**config.mk**
```make
export PLATFORM = sky130hd
export DESIGN_NAME = eff_addr_unit
export DESIGN_NICKNAME = d
export VERILOG_FILES = /design/src/rtl/eau_pkg.sv /design/src/rtl/eau_decode.sv /design/src/rtl/eau_ptr_fsm.sv /design/src/rtl/eau_combine.sv /design/src/rtl/eff_addr_unit.sv
export SDC_FILE = /design/constraint.sdc
export NUM_CORES = 1
export LEC_CHECK = 0
export BUFFER_PORTS_ARGS = -buffer_cell sky130_fd_sc_hd__buf_4
export CORE_UTILIZATION = 45
export DETAILED_ROUTE_END_ITERATION = 6
export HOLD_SLACK_MARGIN = 0.02
export PLACE_DENSITY_LB_ADDON = 0.3
export SETUP_SLACK_MARGIN = 0.3
export SYNTH_ARGS = -nofsm -noshare
export SYNTH_HDL_FRONTEND = slang
export SYNTH_SLANG_ARGS = --single-unit
```
**constraint.sdc**
```tcl
create_clock -name clk -period 2.1 [get_ports clk]
set_input_delay 0.315 -clock clk [delete_from_list [all_inputs] [get_ports clk]]
set_output_delay 0.315 -clock clk [all_outputs]
set_load 0.05 [all_outputs]
```
**src/rtl/eau_pkg.sv**
```systemverilog
package eau_pkg;
  localparam int BYTE_W = 8;
  localparam int ADDR_W = 16;
  localparam int MODE_W = 4;
  localparam int HI_W   = ADDR_W - BYTE_W;

  typedef enum logic [MODE_W-1:0] {
    AM_NONE = 4'd0,
    AM_PZ   = 4'd1,
    AM_PZX  = 4'd2,
    AM_PZY  = 4'd3,
    AM_AB   = 4'd4,
    AM_ABX  = 4'd5,
    AM_ABY  = 4'd6,
    AM_PZXI = 4'd7,
    AM_PZIY = 4'd8,
    AM_PZI  = 4'd9,
    AM_ABI  = 4'd10,
    AM_ABXI = 4'd11
  } amode_e;

  // index sum that stays in page zero
  function automatic logic [BYTE_W-1:0] page_sum(input logic [BYTE_W-1:0] b,
                                                 input logic [BYTE_W-1:0] i);
    return b + i;
  endfunction

  // full-width index sum, wraps at the top of the address space
  function automatic logic [ADDR_W-1:0] wide_sum(input logic [ADDR_W-1:0] a,
                                                 input logic [BYTE_W-1:0] i);
    return a + ADDR_W'(i);
  endfunction

  function automatic logic [ADDR_W-1:0] in_page0(input logic [BYTE_W-1:0] b);
    return {{HI_W{1'b0}}, b};
  endfunction

  // address of the second pointer byte
  function automatic logic [ADDR_W-1:0] next_ptr(input logic [ADDR_W-1:0] a,
                                                 input logic zp);
    logic [BYTE_W-1:0] low_nxt;
    low_nxt = a[BYTE_W-1:0] + BYTE_W'(1);
    return zp ? in_page0(low_nxt) : a + ADDR_W'(1);
  endfunction
endpackage

```
**src/rtl/eau_decode.sv**
```systemverilog
module eau_decode
  import eau_pkg::*;
(
  input  logic [MODE_W-1:0] mode,
  input  logic [BYTE_W-1:0] op_lo,
  input  logic [BYTE_W-1:0] op_hi,
  input  logic [BYTE_W-1:0] idx_x,
  input  logic [BYTE_W-1:0] idx_y,
  output logic              is_none,
  output logic              is_ind,
  output logic [ADDR_W-1:0] direct_ea,
  output logic [ADDR_W-1:0] ptr_base,
  output logic              ptr_zp,
  output logic [BYTE_W-1:0] post_idx
);
  logic [ADDR_W-1:0] word_op;
  assign word_op = {op_hi, op_lo};

  always_comb begin
    is_none   = 1'b0;
    is_ind    = 1'b0;
    direct_ea = '0;
    ptr_base  = '0;
    ptr_zp    = 1'b0;
    post_idx  = '0;
    case (amode_e'(mode))
      AM_PZ:   direct_ea = in_page0(op_lo);
      AM_PZX:  direct_ea = in_page0(page_sum(op_lo, idx_x));
      AM_PZY:  direct_ea = in_page0(page_sum(op_lo, idx_y));
      AM_AB:   direct_ea = word_op;
      AM_ABX:  direct_ea = wide_sum(word_op, idx_x);
      AM_ABY:  direct_ea = wide_sum(word_op, idx_y);
      AM_PZXI: begin
        is_ind   = 1'b1;
        ptr_zp   = 1'b1;
        ptr_base = in_page0(page_sum(op_lo, idx_x));
      end
      AM_PZIY: begin
        is_ind   = 1'b1;
        ptr_zp   = 1'b1;
        ptr_base = in_page0(op_lo);
        post_idx = idx_y;
      end
      AM_PZI: begin
        is_ind   = 1'b1;
        ptr_zp   = 1'b1;
        ptr_base = in_page0(op_lo);
      end
      AM_ABI: begin
        is_ind   = 1'b1;
        ptr_base = word_op;
      end
      AM_ABXI: begin
        is_ind   = 1'b1;
        ptr_base = wide_sum(word_op, idx_x);
      end
      default: is_none = 1'b1;
    endcase
  end
endmodule

```
**src/rtl/eau_ptr_fsm.sv**
```systemverilog
module eau_ptr_fsm
  import eau_pkg::*;
(
  input  logic              clk,
  input  logic              rst_n,
  input  logic              launch,
  input  logic [ADDR_W-1:0] base,
  input  logic              zp_wrap,
  input  logic [BYTE_W-1:0] rdata,
  output logic              rd_en,
  output logic [ADDR_W-1:0] rd_addr,
  output logic [BYTE_W-1:0] lo_byte,
  output logic              done,
  output logic              busy,
  output logic              zp_walk
);
  typedef enum logic [1:0] {PS_IDLE, PS_RLO, PS_RHI, PS_CAP} pstate_e;

  pstate_e           st_q;
  logic [ADDR_W-1:0] base_q;
  logic              zp_q;
  logic [BYTE_W-1:0] lo_q;

  always_ff @(posedge clk or negedge rst_n) begin
    if (!rst_n) begin
      st_q   <= PS_IDLE;
      base_q <= '0;
      zp_q   <= 1'b0;
      lo_q   <= '0;
    end else begin
      case (st_q)
        PS_IDLE: if (launch) begin
          base_q <= base;
          zp_q   <= zp_wrap;
          st_q   <= PS_RLO;
        end
        PS_RLO: st_q <= PS_RHI;
        PS_RHI: begin
          lo_q <= rdata;
          st_q <= PS_CAP;
        end
        default: st_q <= PS_IDLE;
      endcase
    end
  end

  always_comb begin
    rd_en   = 1'b0;
    rd_addr = '0;
    if (st_q == PS_RLO) begin
      rd_en   = 1'b1;
      rd_addr = base_q;
    end else if (st_q == PS_RHI) begin
      rd_en   = 1'b1;
      rd_addr = next_ptr(base_q, zp_q);
    end
  end

  assign lo_byte = lo_q;
  assign done    = (st_q == PS_CAP);
  assign busy    = (st_q != PS_IDLE);
  assign zp_walk = zp_q & busy;
endmodule

```
**src/rtl/eau_combine.sv**
```systemverilog
module eau_combine
  import eau_pkg::*;
(
  input  logic [BYTE_W-1:0] ptr_hi,
  input  logic [BYTE_W-1:0] ptr_lo,
  input  logic [BYTE_W-1:0] idx,
  output logic [ADDR_W-1:0] addr
);
  assign addr = wide_sum({ptr_hi, ptr_lo}, idx);
endmodule

```
**src/rtl/eff_addr_unit.sv**
```systemverilog
module eff_addr_unit
  import eau_pkg::*;
(
  input  logic              clk,
  input  logic              rst_n,
  input  logic              start,
  input  logic [MODE_W-1:0] mode,
  input  logic [BYTE_W-1:0] op_lo,
  input  logic [BYTE_W-1:0] op_hi,
  input  logic [BYTE_W-1:0] idx_x,
  input  logic [BYTE_W-1:0] idx_y,
  output logic              busy,
  output logic              mem_rd,
  output logic [ADDR_W-1:0] mem_addr,
  input  logic [BYTE_W-1:0] mem_rdata,
  output logic              ea_valid,
  output logic [ADDR_W-1:0] ea,
  output logic              ea_none
);
  logic              dec_none, dec_ind, dec_zp;
  logic [ADDR_W-1:0] dec_ea, dec_base;
  logic [BYTE_W-1:0] dec_post;
  logic              take, take_ind, take_direct;
  logic              fsm_done, fsm_busy, zp_walk;
  logic [BYTE_W-1:0] fsm_lo;
  logic [BYTE_W-1:0] post_q;
  logic [ADDR_W-1:0] ind_ea;
  logic              valid_q, none_q;
  logic [ADDR_W-1:0] ea_q;

  eau_decode u_dec (
    .mode(mode), .op_lo(op_lo), .op_hi(op_hi), .idx_x(idx_x), .idx_y(idx_y),
    .is_none(dec_none), .is_ind(dec_ind), .direct_ea(dec_ea),
    .ptr_base(dec_base), .ptr_zp(dec_zp), .post_idx(dec_post)
  );

  assign take        = start & ~fsm_busy;
  assign take_ind    = take & dec_ind;
  assign take_direct = take & ~dec_ind;

  eau_ptr_fsm u_fsm (
    .clk(clk), .rst_n(rst_n), .launch(take_ind), .base(dec_base),
    .zp_wrap(dec_zp), .rdata(mem_rdata), .rd_en(mem_rd), .rd_addr(mem_addr),
    .lo_byte(fsm_lo), .done(fsm_done), .busy(fsm_busy), .zp_walk(zp_walk)
  );

  eau_combine u_cmb (
    .ptr_hi(mem_rdata), .ptr_lo(fsm_lo), .idx(post_q), .addr(ind_ea)
  );

  always_ff @(posedge clk or negedge rst_n) begin
    if (!rst_n) begin
      post_q  <= '0;
      valid_q <= 1'b0;
      none_q  <= 1'b0;
      ea_q    <= '0;
    end else begin
      valid_q <= 1'b0;
      if (take_ind) post_q <= dec_post;
      if (take_direct) begin
        valid_q <= 1'b1;
        none_q  <= dec_none;
        ea_q    <= dec_ea;
      end else if (fsm_done) begin
        valid_q <= 1'b1;
        none_q  <= 1'b0;
        ea_q    <= ind_ea;
      end
    end
  end

  assign busy     = fsm_busy;
  assign ea_valid = valid_q;
  assign ea       = ea_q;
  assign ea_none  = none_q;
endmodule

```
======== Word level (Yosys, flattened, before mapping) ========
Index checks and enable logic that the tools add are counted.
storage, ports and cells
  bits in registers ....................... 53
  bits in latches ......................... 0
  memory bits (writable) .................. 0
  ROM bits ................................ 0
  bits of input ports ..................... 47
  output and inout port bits .............. 36
  logic and storage cells ................. 62
  memories ................................ 0
cells by class
  $add $sub $neg .......................... 7
  multipliers ............................. 0
  divide/modulo/power cells ............... 0
  order comparisons ....................... 0
  equality and inequality tests ........... 15
  shift operators ......................... 0
  multiplexer cells ....................... 19
  bitwise gates (word level) .............. 5
  reduce and logical (&&, ||, !) cells .... 8
operators by type and width
  cell                   number
  $pmux 16 s6            1
  $mux 16                5
  $pmux 16 s4            1
  $add 16x8->16          3
  $add 16x1->16 const B  1
  $add 8x8->8            2
  $eq 4x3->1 const B     4
  $eq 4x4->1 const B     4
  $reduce_or 11->1       1
  $mux 1                 9
  $add 8x1->8 const B    1
  $eq 4x2->1 const B     2
  $mux 8                 1
  $pmux 2 s3             1
  $reduce_or 5->1        1
  $eq 2x2->1 const B     2
  $eq 4x1->1 const B     1
  $reduce_bool 2->1      2
  $and 1x1->1            3
  $reduce_or 3->1        1
  $eq 2x1->1 const B     1
  $logic_not 2->1        1
  $mux 2                 1
  $ne 2x2->1 const B     1
  3 further kinds        4

======== Longest topological paths before layout ========
  depth after elaboration ................. 6
  depth in mapped cells ................... 10

======== Cells and area by module ========
Synthesis repeated with hierarchy kept, for this count alone.
unflattened totals
  cells, all modules ...................... 522
  area total of the unflattened synthesis .. 4,804.6 µm²
by module, submodules not included
  module         instances  cells each  area each (µm²)  seq. area each (µm²)
  eau_decode     1          238         1,567.8          0.0
  eau_ptr_fsm    1          146         1,535.2          675.6
  eff_addr_unit  1          76          1,211.2          650.6
  eau_combine    1          62          490.5            0.0

======== Worst setup path before layout ========
Ideal clock, no wire load.
  kind .................................... register -> output
  start point ............................. register u_fsm.st_q[0]
  end point ............................... output port mem_addr[11]
  arrival time ............................ 2.643 ns
  data required time ...................... 1.785 ns
  slack ................................... -0.858 ns
  stages on the path, launching flop included .. 8
  cell sequence ........................... dfrtp_1 > inv_1 > ha_1 > clkbuf_1 > nand2b_1 > clkbuf_1 > or2_2 > o31ai_1
on the way
  longest elaborated chain between the ends .. 3
  elaborated cells on any way between the ends .. 4
ends and longest elaborated chain
  what                    RTL line             source
  start, declared         eau_ptr_fsm.sv:19    pstate_e st_q;
  start signal, assigned  eau_ptr_fsm.sv:26    st_q <= PS_IDLE;
  start signal, assigned  eau_ptr_fsm.sv:35    st_q <= PS_RLO;
  start signal, assigned  eau_ptr_fsm.sv:37    PS_RLO: st_q <= PS_RHI;
  $eq 2x2->1              eau_ptr_fsm.sv:53    end else if (st_q == PS_RHI) begin
  $mux 16                 eau_ptr_fsm.sv:53
  $mux 16 *               eau_ptr_fsm.sv:50    if (st_q == PS_RLO) begin
  end, declared           eff_addr_unit.sv:14  output logic [ADDR_W-1:0] mem_addr,
Mark *: on every way between the ends. The rest lies on a longest branch, timed or not.

======== Worst setup path in the final report ========
  start point ............................. register u_fsm.lo_q[1] (netlist: u_fsm.lo_byte[1])
  end point ............................... register ea_q[11] (netlist: ea[11])
on the way
  longest elaborated chain between the ends .. 3
ends and longest elaborated chain
  what                    RTL line             source
  start, declared         eau_ptr_fsm.sv:22    logic [BYTE_W-1:0] lo_q;
  start signal, assigned  eau_ptr_fsm.sv:39    lo_q <= rdata;
  $add 16x8->16           eau_pkg.sv:31        return a + ADDR_W'(i);
  $mux 16                 eff_addr_unit.sv:64  end else if (fsm_done) begin
  $mux 16                 eff_addr_unit.sv:60  if (take_direct) begin
  end signal, assigned    eff_addr_unit.sv:67  ea_q <= ind_ea;
  end, declared           eff_addr_unit.sv:29  logic [ADDR_W-1:0] ea_q;
No other way between the ends. The select of a mux whose other input is x is not followed.
A chain may end at the register's enable or synchronous reset.

==> impl_metrics.tcl <==
set metrics [dict create \
    outcome "complete, but fails checks" \
    violations "negative setup slack" \
    worst_slew_pin_slew_ns 0.6838 \
    die_area_um2 10500 \
    drt_first_pass_iters 5 \
    die_x_um 102.5 \
    r2r_start "u_fsm.lo_byte[1]" \
    ioPinCount 83 \
    core_um2 9774 \
    synth_top_area_frac 0.2919 \
    first_global_vias 4934 \
    wl_met1_mm 6.759 \
    hpwl_mm 11.58 \
    netlist_area_um2 4543 \
    drc 0 \
    path_class "reg2reg" \
    grt_max_degree 54 \
    cts_tree "built" \
    ys_seq_area_frac 0.2919 \
    ys_seq_elements 53 \
    endpoint_kind "register" \
    ys.flop_type "dfrtp_1" \
    synthDistinctLibCells 61 \
    synth_area_leaders "dfrtp_1, ha_1, nand2_1, o21ai_0, xnor2_1" \
    syn_inst 558 \
    arrival_ns 2.55 \
    via_per_inst 5.873 \
    wl_per_cell_um 18.76 \
    port_buffers 82 \
    slowest_delay_ns 0.43 \
    highest_layer "met4" \
    synth_commonest_cells "nand2_1, dfrtp_1, o21ai_0" \
    async_flop_share 1.000 \
    ys_warn_count 0 \
    path_cells "ha_4, a211o_1, a2111oi_4, o32a_4, nor2_4, xnor2_2, o22ai_1, a221o_1" \
    clk_path_buf_depth 2 \
    dpl_cell_area_um2 6231 \
    clock.fmax_mhz 426.9 \
    htreeDepth 2 \
    clock-root-buffer "clkbuf_8" \
    p_per_area_nw_per_um2 987.2 \
    die_h_um 102.5 \
    fillerInstances 635 \
    syn_area_per_cell_um2 8.142 \
    fin_cells 889 \
    critPathLaunchType "register" \
    routabilityCongestion 0.9460 \
    grt_pass1_wl_mm 24.01 \
    synth.most_common_cell "nand2_1" \
    final_area_um2 7491 \
    r2r-end "ea[11]" \
    holdCritPathClass "in2async" \
    cp_max_fo 4 \
    pre_cts_slack_ns -0.3196 \
    fin_crit_ns 2.342 \
    wl_met2_mm 8.393 \
    crit_required_ns 2.31 \
    r2r_cells 8 \
    fin_crit_sh 1.115 \
    cts_sinks 53 \
    grt_overflow_total 0 \
    synth_top_area_cell "dfrtp_1" \
    reg2reg_setup_slack_ns -0.24 \
    routed_wl_mm 16.68 \
    insertion_delay_ns 0.33 \
    hold_viol 0 \
    cts_made_buffers 5 \
    vias 5221 \
    fin_worst_skew_ns 0.009123 \
    wl_met3_um 956 \
    drt_iter0_drc 368 \
    ant_nets 0 \
    multi_input_area_um2 3956 \
    grt_usage 0.3006 \
    regArea_um2 1330 \
    setup_violations 17 \
    place_inst 842 \
    area.growth.synth_to_final_pct 64.89 \
    report.power.total_uw 7395 \
    drive_above_1_share 0.4907 \
    num_antenna_cells 0 \
    drv_cap 0 \
    ir_drop_mv 0.5503 \
    synth-edff-count 0 \
    cts.clk_slew.worst_paths_ns 0.10 \
    num_rows 36 \
    antenna_found_initial 0 \
    fin_ws_ns -0.2425 \
    relSlewSlack 0.5441 \
    finalMaxSlewViolations 0 \
    grt_setup_unrepaired "true" \
    slowest_stage "dfrtp_1" \
    power.leakage_uw 0.003257 \
    initial_core_util 0.4648 \
    fin_nets 835 \
    syn-num-nets 638 \
]
## worst max path at each step
stage	startpoint	end	slack [ns]	cells after the start
5_1_grt	u_fsm.lo_byte[1]	ea[11]	-0.32	8
2_1_floorplan	u_fsm.lo_byte[1]	ea[11]	-0.008	8
6_report	u_fsm.lo_byte[1]	ea[11]	-0.24	8
4_1_cts	u_fsm.base_q[0]	mem_addr[12]	-0.25	9
3_3_place_gp	op_lo[0]	ea[10]	-0.20	10
3_5_place_dp	op_lo[0]	ea[10]	-0.32	10
## kinds of logic after synthesis
family / synth area share
AND/OR/NAND/NOR: 0.2046
AO/OA/AOI/OAI: 0.2696
flip-flops: 0.2919
XOR/XNOR: 0.08069
buffers and inverters: 0.03552
adder cells (fa/ha/maj): 0.09584
multiplexers: 0.02176
## timing repair
item / CTS / global route
setup buffers: 14 / 22
hold buffers: 0 / 0
pin swaps: 63 / 60
gates resized for setup: 94 / 103
gates cloned: 0 / 3
setup endpoints to repair: 38 / 46
## routing by layer
layer / up-vias / GRT usage
met2: 239 / 0.5267
met3: 54 / 0.03078
li1: 2423 / -
met5: - / 0
met1: 2505 / 0.3780
met4: 0 / 0.1209
## state kept, by name, summed over array words and instances (netlist names)
register,flops
u_fsm.base_q,16
post_q,8
ea,16
u_fsm.lo_byte,8
ea_valid,1
u_fsm.zp_q,1
u_fsm.st_q,2
ea_none,1
## area by class of cell
class | count | area share
multi-input cells | 464 | 0.5281
clock buffers | 5 | 0.009187
well taps | 133 | 0.02221
flip-flops and latches | 53 | 0.1776
repair buffers | 211 | 0.2460
inverters | 20 | 0.01102
clock inverters | 3 | 0.005846
## per-stage QoR
stage | utilization | setup TNS (ns) | hold slack (ns)
floorplan | - | -0.007946 | 0.01941
global placement | 0.6375 | -1.921 | 0.3898
detailed placement | 0.6375 | -2.928 | 0.3999
CTS | 0.6964 | -2.123 | 0.04325
global route | 0.7664 | -3.617 | 0.07818
finish | 0.7664 | -2.314 | 0.02036
## where the power goes
| part | total, uW | internal (uW) | leakage (uW) | switching (uW) |
|---|---|---|---|---|
| logic | 4910 | 2110 | 0.00253 | 2800 |
| clock network | 734 | 358 | 0.0000585 | 375 |
| registers | 1750 | 1400 | 0.000672 | 358 |
## worst max-delay path, delay by kind of cell, from the launching register on
family,cells,cell delay [ns]
AO/OA/AOI/OAI,5,1.33
XOR/XNOR,1,0.17
adder cells (fa/ha/maj),1,0.25
flip-flops,1,0.43
AND/OR/NAND/NOR,1,0.05
## layout by cell type (no fill, tap or decap), types with 8 or more instances in the layout
master,n
buf_4,159
nand3_1,15
inv_1,14
nand2_1,67
o21ai_0,24
nor2_4,16
a22oi_1,10
nand3_4,8
o21ai_1,11
o21ai_2,14
a21oi_1,24
a21o_1,10
ha_1,17
ha_4,11
buf_6,39
dfrtp_1,50
xnor2_1,15
xor2_1,14
nor2_1,27
xnor2_2,10
buf_8,9
No activity file was read; power rests on OpenSTA's default activity.
